File: src/rtl/spiq_pkg.sv
package spiq_pkg;
   // CPU port region codes
   localparam logic [1:0] RGN_CMD = 2'd0;
   localparam logic [1:0] RGN_TX  = 2'd1;
   localparam logic [1:0] RGN_RX  = 2'd2;

   // command byte layout
   localparam int CMD_W    = 8;
   localparam int CMD_HOLD = 4;   // keep selects low after the transfer
   localparam int CMD_GAP  = 5;   // idle gap after the transfer

   typedef enum logic [2:0] {
      SQ_IDLE,
      SQ_LOAD,
      SQ_LAUNCH,
      SQ_SHIFT,
      SQ_STORE,
      SQ_GAP
   } sq_state_t;
endpackage

File: src/rtl/spiq_ram.sv
module spiq_ram
   import spiq_pkg::*;
#(
   parameter int ENTRIES = 32,
   parameter int DW      = 16,
   parameter bit RD_REG  = 1'b1,
   localparam int PW     = $clog2(ENTRIES)
) (
   input  logic             clk,
   input  logic             cpu_we,
   input  logic [1:0]       cpu_region,
   input  logic [PW-1:0]    cpu_idx,
   input  logic [DW-1:0]    cpu_wdata,
   output logic [DW-1:0]    cpu_rdata,
   input  logic [PW-1:0]    eng_idx,
   output logic [CMD_W-1:0] eng_cmd,
   output logic [DW-1:0]    eng_tx,
   input  logic             eng_we,
   input  logic [PW-1:0]    eng_widx,
   input  logic [DW-1:0]    eng_wdata
);
   logic [CMD_W-1:0] cmd_mem [ENTRIES];
   logic [DW-1:0]    tx_mem  [ENTRIES];
   logic [DW-1:0]    rx_mem  [ENTRIES];
   logic [DW-1:0]    rd_mux;

   always_ff @(posedge clk) begin
      if (cpu_we && cpu_region == RGN_CMD) cmd_mem[cpu_idx] <= cpu_wdata[CMD_W-1:0];
      if (cpu_we && cpu_region == RGN_TX)  tx_mem[cpu_idx]  <= cpu_wdata;
      if (eng_we)                          rx_mem[eng_widx] <= eng_wdata;
      eng_cmd <= cmd_mem[eng_idx];
      eng_tx  <= tx_mem[eng_idx];
   end

   always_comb begin
      unique case (cpu_region)
         RGN_CMD: rd_mux = DW'(cmd_mem[cpu_idx]);
         RGN_TX:  rd_mux = tx_mem[cpu_idx];
         RGN_RX:  rd_mux = rx_mem[cpu_idx];
         default: rd_mux = '0;
      endcase
   end

   generate
      if (RD_REG) begin : g_rd_reg
         always_ff @(posedge clk) cpu_rdata <= rd_mux;
      end else begin : g_rd_comb
         assign cpu_rdata = rd_mux;
      end
   endgenerate
endmodule

File: src/rtl/spiq_shift.sv
module spiq_shift #(
   parameter int DW   = 16,
   parameter int DIVW = 8,
   localparam int BW  = $clog2(DW)
) (
   input  logic            clk,
   input  logic            rst_n,
   input  logic            start,
   input  logic            abort,
   input  logic [DW-1:0]   tx_word,
   input  logic [DIVW-1:0] clk_div,
   input  logic            miso,
   output logic            sck,
   output logic            mosi,
   output logic            done,
   output logic [DW-1:0]   rx_word
);
   logic            busy;
   logic [DIVW-1:0] tick_cnt;
   logic [BW-1:0]   bit_cnt;
   logic [DW-1:0]   tx_sh;
   logic [DW-1:0]   rx_sh;

   always_ff @(posedge clk) begin
      if (!rst_n) begin
         busy     <= 1'b0;
         sck      <= 1'b0;
         done     <= 1'b0;
         tick_cnt <= '0;
         bit_cnt  <= '0;
         tx_sh    <= '0;
         rx_sh    <= '0;
      end else begin
         done <= 1'b0;
         if (abort) begin
            busy     <= 1'b0;
            sck      <= 1'b0;
            tick_cnt <= '0;
            bit_cnt  <= '0;
         end else if (start && !busy) begin
            busy     <= 1'b1;
            sck      <= 1'b0;
            tx_sh    <= tx_word;
            tick_cnt <= clk_div;
            bit_cnt  <= '0;
         end else if (busy) begin
            if (tick_cnt != '0) begin
               tick_cnt <= tick_cnt - 1'b1;
            end else begin
               tick_cnt <= clk_div;
               if (!sck) begin
                  sck   <= 1'b1;
                  rx_sh <= {rx_sh[DW-2:0], miso};
               end else begin
                  sck   <= 1'b0;
                  tx_sh <= {tx_sh[DW-2:0], 1'b0};
                  if (bit_cnt == BW'(DW-1)) begin
                     busy <= 1'b0;
                     done <= 1'b1;
                  end else begin
                     bit_cnt <= bit_cnt + 1'b1;
                  end
               end
            end
         end
      end
   end

   assign mosi    = busy ? tx_sh[DW-1] : 1'b0;
   assign rx_word = rx_sh;

   // the serial clock rests low whenever no word is in flight
   assert_sck_idle_R3: assert property (@(posedge clk) disable iff (!rst_n)
      !busy |-> !sck);
   // MOSI never moves on the edge where SCK rises
   assert_mosi_setup_R3: assert property (@(posedge clk) disable iff (!rst_n)
      $rose(sck) |-> $stable(mosi));
   // SCK toggles only when the half-period counter expires
   assert_half_period_R3: assert property (@(posedge clk) disable iff (!rst_n)
      (busy && !abort && tick_cnt != '0) |=> $stable(sck));
endmodule

File: src/rtl/spiq_seq.sv
module spiq_seq
   import spiq_pkg::*;
#(
   parameter int ENTRIES = 32,
   parameter int CS_W    = 4,
   parameter int GAP_CYC = 8,
   localparam int PW     = $clog2(ENTRIES),
   localparam int GW     = $clog2(GAP_CYC + 1)
) (
   input  logic             clk,
   input  logic             rst_n,
   input  logic             run,
   input  logic             irq_en,
   input  logic [PW-1:0]    start_ptr,
   input  logic [PW-1:0]    end_ptr,
   input  logic             done_clr,
   input  logic             modf_clr,
   input  logic             ss_n,
   output logic [PW-1:0]    eng_idx,
   input  logic [CMD_W-1:0] eng_cmd,
   output logic             shift_start,
   output logic             shift_abort,
   input  logic             shift_done,
   output logic             rx_we,
   output logic [CS_W-1:0]  cs_n,
   output logic             done_flag,
   output logic             modf_flag,
   output logic             irq,
   output logic [PW-1:0]    cpt_ptr
);
   sq_state_t     st;
   logic [PW-1:0] cur;
   logic [GW-1:0] gap_cnt;
   logic          run_q;
   logic          hold_q;
   logic          gap_q;
   logic          last;
   logic          entry_end;
   logic          unused_cmd_bits;

   assign last        = (cur == end_ptr);
   assign entry_end   = (st == SQ_STORE && !gap_q) || (st == SQ_GAP && gap_cnt == '0);
   assign shift_start = (st == SQ_LAUNCH);
   assign shift_abort = !ss_n;
   assign rx_we       = (st == SQ_STORE);
   assign eng_idx     = cur;
   assign irq         = done_flag & irq_en;
   assign unused_cmd_bits = ^eng_cmd;

   always_ff @(posedge clk) begin
      if (!rst_n) begin
         st        <= SQ_IDLE;
         cur       <= '0;
         cpt_ptr   <= '0;
         gap_cnt   <= '0;
         run_q     <= 1'b0;
         hold_q    <= 1'b0;
         gap_q     <= 1'b0;
         done_flag <= 1'b0;
         modf_flag <= 1'b0;
         cs_n      <= '1;
      end else begin
         run_q <= run;
         if (done_clr) done_flag <= 1'b0;
         if (modf_clr) modf_flag <= 1'b0;
         if (!ss_n) begin
            modf_flag <= 1'b1;
            st        <= SQ_IDLE;
            cs_n      <= '1;
         end else begin
            unique case (st)
               SQ_IDLE: if (run && !run_q && !done_flag && !modf_flag) begin
                  cur <= start_ptr;
                  st  <= SQ_LOAD;
               end
               SQ_LOAD: st <= SQ_LAUNCH;
               SQ_LAUNCH: begin
                  hold_q <= eng_cmd[CMD_HOLD];
                  gap_q  <= eng_cmd[CMD_GAP];
                  cs_n   <= ~eng_cmd[CS_W-1:0];
                  st     <= SQ_SHIFT;
               end
               SQ_SHIFT: if (shift_done) st <= SQ_STORE;
               SQ_STORE: begin
                  cpt_ptr <= cur;
                  if (!(hold_q && !last && run)) cs_n <= '1;
                  if (gap_q) begin
                     gap_cnt <= GW'(GAP_CYC - 1);
                     st      <= SQ_GAP;
                  end
               end
               SQ_GAP: gap_cnt <= gap_cnt - 1'b1;
               default: st <= SQ_IDLE;
            endcase
            if (entry_end) begin
               if (last) begin
                  done_flag <= 1'b1;
                  st        <= SQ_IDLE;
               end else if (!run) begin
                  st <= SQ_IDLE;
               end else begin
                  cur <= cur + 1'b1;
                  st  <= SQ_LOAD;
               end
            end
         end
      end
   end

   // no select is driven while the engine sits idle
   assert_cs_idle_R5: assert property (@(posedge clk) disable iff (!rst_n)
      (st == SQ_IDLE) |-> (cs_n == '1));
   // the working pointer steps by one (with wrap) between entries
   assert_walk_R2: assert property (@(posedge clk) disable iff (!rst_n)
      (entry_end && !last && run && ss_n) |=> (cur == PW'($past(cur) + 1'b1)));
   // the completed pointer only moves when an entry is stored
   assert_cpt_hold_R7: assert property (@(posedge clk) disable iff (!rst_n)
      (st != SQ_STORE) |=> $stable(cpt_ptr));
   // completion persists until software clears it
   assert_done_hold_R8: assert property (@(posedge clk) disable iff (!rst_n)
      (done_flag && !done_clr) |=> done_flag);
   // with run low, an entry's end returns the engine to idle
   assert_stop_R9: assert property (@(posedge clk) disable iff (!rst_n)
      (entry_end && !run && ss_n) |=> (st == SQ_IDLE && !done_flag) || $past(last));
   // a slave-select hit aborts and flags
   assert_modf_abort_R10: assert property (@(posedge clk) disable iff (!rst_n)
      !ss_n |=> (st == SQ_IDLE && modf_flag));
endmodule

File: src/rtl/spiq_master.sv
module spiq_master
   import spiq_pkg::*;
#(
   parameter int ENTRIES = 32,
   parameter int DW      = 16,
   parameter int CS_W    = 4,
   parameter int DIVW    = 8,
   parameter int GAP_CYC = 8,
   parameter bit RD_REG  = 1'b1,
   localparam int PW     = $clog2(ENTRIES)
) (
   input  logic            clk,
   input  logic            rst_n,
   input  logic            cpu_we,
   input  logic [1:0]      cpu_region,
   input  logic [PW-1:0]   cpu_idx,
   input  logic [DW-1:0]   cpu_wdata,
   output logic [DW-1:0]   cpu_rdata,
   input  logic            run,
   input  logic            irq_en,
   input  logic [PW-1:0]   start_ptr,
   input  logic [PW-1:0]   end_ptr,
   input  logic [DIVW-1:0] clk_div,
   input  logic            done_clr,
   input  logic            modf_clr,
   output logic            done_flag,
   output logic            modf_flag,
   output logic            irq,
   output logic [PW-1:0]   cpt_ptr,
   output logic            sck,
   output logic            mosi,
   input  logic            miso,
   output logic [CS_W-1:0] cs_n,
   input  logic            ss_n
);
   generate
      if (ENTRIES < 2 || (1 << PW) != ENTRIES) begin : g_bad_entries
         $error("spiq_master: ENTRIES must be a power of two, at least 2");
      end
      if (DW < CMD_W) begin : g_bad_dw
         $error("spiq_master: DW must hold a full command byte");
      end
      if (CS_W < 1 || CS_W > 4) begin : g_bad_cs
         $error("spiq_master: CS_W must be 1 to 4");
      end
      if (GAP_CYC < 1 || DIVW < 1) begin : g_bad_misc
         $error("spiq_master: GAP_CYC and DIVW must be at least 1");
      end
   endgenerate

   logic [PW-1:0]    eng_idx;
   logic [CMD_W-1:0] eng_cmd;
   logic [DW-1:0]    eng_tx;
   logic [DW-1:0]    rx_word;
   logic             rx_we;
   logic             shift_start;
   logic             shift_abort;
   logic             shift_done;

   spiq_ram #(.ENTRIES(ENTRIES), .DW(DW), .RD_REG(RD_REG)) u_ram (
      .clk        (clk),
      .cpu_we     (cpu_we),
      .cpu_region (cpu_region),
      .cpu_idx    (cpu_idx),
      .cpu_wdata  (cpu_wdata),
      .cpu_rdata  (cpu_rdata),
      .eng_idx    (eng_idx),
      .eng_cmd    (eng_cmd),
      .eng_tx     (eng_tx),
      .eng_we     (rx_we),
      .eng_widx   (eng_idx),
      .eng_wdata  (rx_word)
   );

   spiq_shift #(.DW(DW), .DIVW(DIVW)) u_shift (
      .clk     (clk),
      .rst_n   (rst_n),
      .start   (shift_start),
      .abort   (shift_abort),
      .tx_word (eng_tx),
      .clk_div (clk_div),
      .miso    (miso),
      .sck     (sck),
      .mosi    (mosi),
      .done    (shift_done),
      .rx_word (rx_word)
   );

   spiq_seq #(.ENTRIES(ENTRIES), .CS_W(CS_W), .GAP_CYC(GAP_CYC)) u_seq (
      .clk         (clk),
      .rst_n       (rst_n),
      .run         (run),
      .irq_en      (irq_en),
      .start_ptr   (start_ptr),
      .end_ptr     (end_ptr),
      .done_clr    (done_clr),
      .modf_clr    (modf_clr),
      .ss_n        (ss_n),
      .eng_idx     (eng_idx),
      .eng_cmd     (eng_cmd),
      .shift_start (shift_start),
      .shift_abort (shift_abort),
      .shift_done  (shift_done),
      .rx_we       (rx_we),
      .cs_n        (cs_n),
      .done_flag   (done_flag),
      .modf_flag   (modf_flag),
      .irq         (irq),
      .cpt_ptr     (cpt_ptr)
   );
endmodule

File: config.mk
export PLATFORM = sky130hd
export DESIGN_NAME = spiq_master
export DESIGN_NICKNAME = d
export VERILOG_FILES = /design/src/rtl/spiq_pkg.sv /design/src/rtl/spiq_ram.sv /design/src/rtl/spiq_shift.sv /design/src/rtl/spiq_seq.sv /design/src/rtl/spiq_master.sv
export SDC_FILE = /design/constraint.sdc
export NUM_CORES = 2
export LEC_CHECK = 0
export BUFFER_PORTS_ARGS = -buffer_cell sky130_fd_sc_hd__clkbuf_2
export CAP_MARGIN = 20
export CORE_ASPECT_RATIO = 1.1
export CORE_MARGIN = 4
export CORE_UTILIZATION = 25
export CTS_BUF_LIST = sky130_fd_sc_hd__clkbuf_16
export DETAILED_ROUTE_END_ITERATION = 7
export PLACE_DENSITY = 0.46
export SETUP_SLACK_MARGIN = 0.2
export SLEW_MARGIN = 0
export SYNTH_ARGS = -nofsm -noshare
export SYNTH_HDL_FRONTEND = slang
export SYNTH_HIERARCHICAL = 1
export SYNTH_SLANG_ARGS = --single-unit
File: constraint.sdc
create_clock -name clk -period 3.37 [get_ports clk]
set_input_delay 0 -clock clk [delete_from_list [all_inputs] [get_ports clk]]
set_output_delay 0 -clock clk [all_outputs]
set_load 0.01 [all_outputs]
==> results.py <==
metrics = {
    "pwr": {
        "pwr-share-clk_pct": 44.1,
        "comb_power_share_pct": 5.7,
        "peakVddDrop_mv": 0.525,
        "intPower_mw": 29.2,
        "swShare_pct": 22.7,
        "powerDensity_nw_per_um2": 535,
        "seqPwrFrac_pct": 50.2,
        "p_leak_nw": 22.5,
        "p_switching_mw": 8.57,
    },
    "placed_design": {
        "dp_hpwl_um": 120000,
        "dp_slack_ns": 0.386,
        "io_buffers": 79,
        "gp_congestion": 0.791,
    },
    "floorplanning": {
        "io_pins": 80,
        "die_h_um": 516,
        "die_x_um": 470,
        "coreArea_um2": 233000,
        "num_rows": 186,
        "initial_core_util_pct": 25.1,
        "die_area_um2": 242000,
    },
    "clock_tree": {
        "cts_num_sinks": 1391,
        "cts-root-buf": "clkbuf_16",
        "clk_pin_slew_ns": 0.06,
        "h-tree-depth": 4,
        "clock_path_buffers": 3,
        "insertion_delay_ns": 0.82,
        "cts_buffers": 154,
        "cts_tree": "yes",
    },
    "timing": {
        "setup-tns-final_ns": 0,
        "drv_slew": 0,
        "tightest_slew_ns": 1.11,
        "fin_crit_sh_pct": 89.3,
        "fmax_mhz": 332,
        "fin_skew_ns": 0.0576,
        "slew_headroom_pct": 25.9,
        "hold_viol_final": 0,
        "layout_min_cycle_time_ns": 3.01,
        "rsz0062_at_grt": "true",
        "setup_viol": 0,
        "setup_slack_ns": 0.362,
    },
    "logic_synthesis": {
        "syn_area_um2": 58600,
        "syn_inst": 3044,
        "yosysWarningCount": 6,
        "synth_nets": 3100,
        "synth_area_per_cell_um2": 19.3,
    },
    "global_route": {
        "grt_max_degree": 65,
        "grt_use_total_pct": 15.1,
        "antenna_found_initial": 3,
        "gr-total-overflow": 0,
        "grt_pass1_vias": 33500,
        "grt_pass1_wl_um": 262000,
    },
    "critical_path": {
        "cpMaxStageDelayCell": "dfxtp_4",
        "crit_type": "reg -> reg",
        "critPathRequiredTime_ns": 4.12,
        "cp-start-kind": "flop",
        "critPathMostFrequentCell": "dlygate4sd3_1",
        "cp.arrival_ns": 3.76,
        "cp_top_family": "buffers and inverters",
        "cp_cell_sequence": "xor2_1, nor3_1, dlygate4sd3_1, a21oi_1, dlygate4sd3_1, o21ai_0, a2bb2oi_1",
        "crit_path_max_incr_delay_ns": 0.66,
        "worst_setup_path_end_kind": "flop",
        "path_buf_inv": 2,
        "cp_max_fo": 21,
    },
    "final_layout": {
        "fin_util_pct": 30.2,
        "num-nets-final": 3473,
        "final_cell_mix": "1280 x edfxtp_1, 438 x mux4_2, 240 x buf_4, 206 x mux2i_1, 155 x clkbuf_16",
        "final_common_cell": "edfxtp_1",
        "drive_gt1_share_pct": 32.3,
        "syn2layout_area_growth_pct": 20.3,
    },
    "drt": {
        "num_vias": 32400,
        "postRouteAntennaNets": 0,
        "firstDrtPassIters": 6,
        "post_drt_wl_per_cell_um": 28.1,
        "drc": 0,
        "via_per_inst": 4.87,
        "drt_iter0_drc": 3014,
        "wl_um": 187000,
    },
    "min_path": {
        "worstHoldPathType": "in -> reg",
    },
    "flow_run": {
        "cap_violations": 0,
    },
    "status": {
        "outcome": "finished clean",
    },
}
[worst register-to-register path, cell delays in order, from the launching register on]
cell	delay, ns
dfxtp_4	0.66
xor2_1	0.13
nor3_1	0.32
dlygate4sd3_1	0.61
a21oi_1	0.06
dlygate4sd3_1	0.56
o21ai_0	0.41
a2bb2oi_1	0.19
[power by group through the flow]
stage	sequential [mW]	clock, mW	combinational (mW)
2_1_floorplan	19.2	0	1.23
3_3_place_gp	19.3	0	2.12
3_5_place_dp	19.3	0	2.13
4_1_cts	18.9	17.1	2.19
5_1_grt	18.9	17.8	2.30
6_report	18.9	16.6	2.17
[final cells by class]
cell class / count / area (um^2)
fillers: 22700 / 163000
flip-flops and latches: 1391 / 40700
multi-input cells: 1433 / 17100
well taps: 3102 / 3880
clock buffers: 155 / 3880
repair buffers: 426 / 3740
clock inverters: 133 / 1150
inverters: 11 / 41.3
diodes: 1 / 2.50
[worst paths after layout]
path | start | endpoint | slack (ns) | cells after the start
worst max-delay path | u_seq/eng_idx[3]$_SDFFE_PN0P_ | u_seq/cs_n[0]$_SDFFE_PN1P_ | 0.36 | 7
worst min-delay path | miso | u_shift/rx_word[0]$_SDFFE_PN0P_ | 0.1 | 4
worst max register to register | u_seq/eng_idx[3]$_SDFFE_PN0P_ | u_seq/cs_n[0]$_SDFFE_PN1P_ | 0.36 | 7
worst min register to register | u_ram/eng_cmd[0]$_DFF_P_ | u_seq/cs_n[0]$_SDFFE_PN1P_ | 0.45 | 1
[flip-flops by register name (all words and copies together) (netlist names)]
name,count
u_seq/cpt_ptr,5
u_ram/tx_mem,512
u_seq/gap_cnt,4
u_seq/run_q,1
u_seq/hold_q,1
u_shift/tx_sh,16
u_ram/rx_mem,512
u_shift/bit_cnt,4
u_ram/eng_cmd,6
u_shift/sck,1
u_ram/cmd_mem,256
u_shift/tick_cnt,8
u_seq/eng_idx,5
u_seq/done_flag,1
u_shift/rx_word,16
u_ram/eng_tx,16
u_ram/cpu_rdata,16
u_shift/done,1
u_seq/modf_flag,1
u_seq/cs_n,4
u_seq/gap_q,1
u_shift/busy,1
u_seq/st,3
[stage by stage]
| stage | total power, mW | cells | area, um^2 | hold slack (ns) |
|---|---|---|---|---|
| after floorplan | 20.5 | 3044 | 58600 | 0.0989 |
| after global placement | 21.4 | 6293 | 64700 | 0.261 |
| after detailed placement | 21.4 | 6295 | 64700 | 0.259 |
| after CTS | 38.2 | 6647 | 70400 | 0.0468 |
| after global routing | 39.1 | 6652 | 70500 | 0.0806 |
| final | 37.7 | 6652 | 70500 | 0.0991 |
[timing repair]
action,in CTS,in global routing
hold endpoints to repair,623,0
resized for setup,0,1
buffers inserted,0,2
setup endpoints to repair,0,7
hold buffers,64,0
[routing by layer]
layer | global-route usage (%) | vias up | part of all wire [%]
li1 | - | 13600 | -
met1 | 19.4 | 17600 | 42
met2 | 26.4 | 947 | 51
met3 | 2.53 | 233 | 5.0
met4 | 4.20 | 2 | 2.4
met5 | 0 | - | 0.0069
No activity file was read; power rests on OpenSTA's default activity.
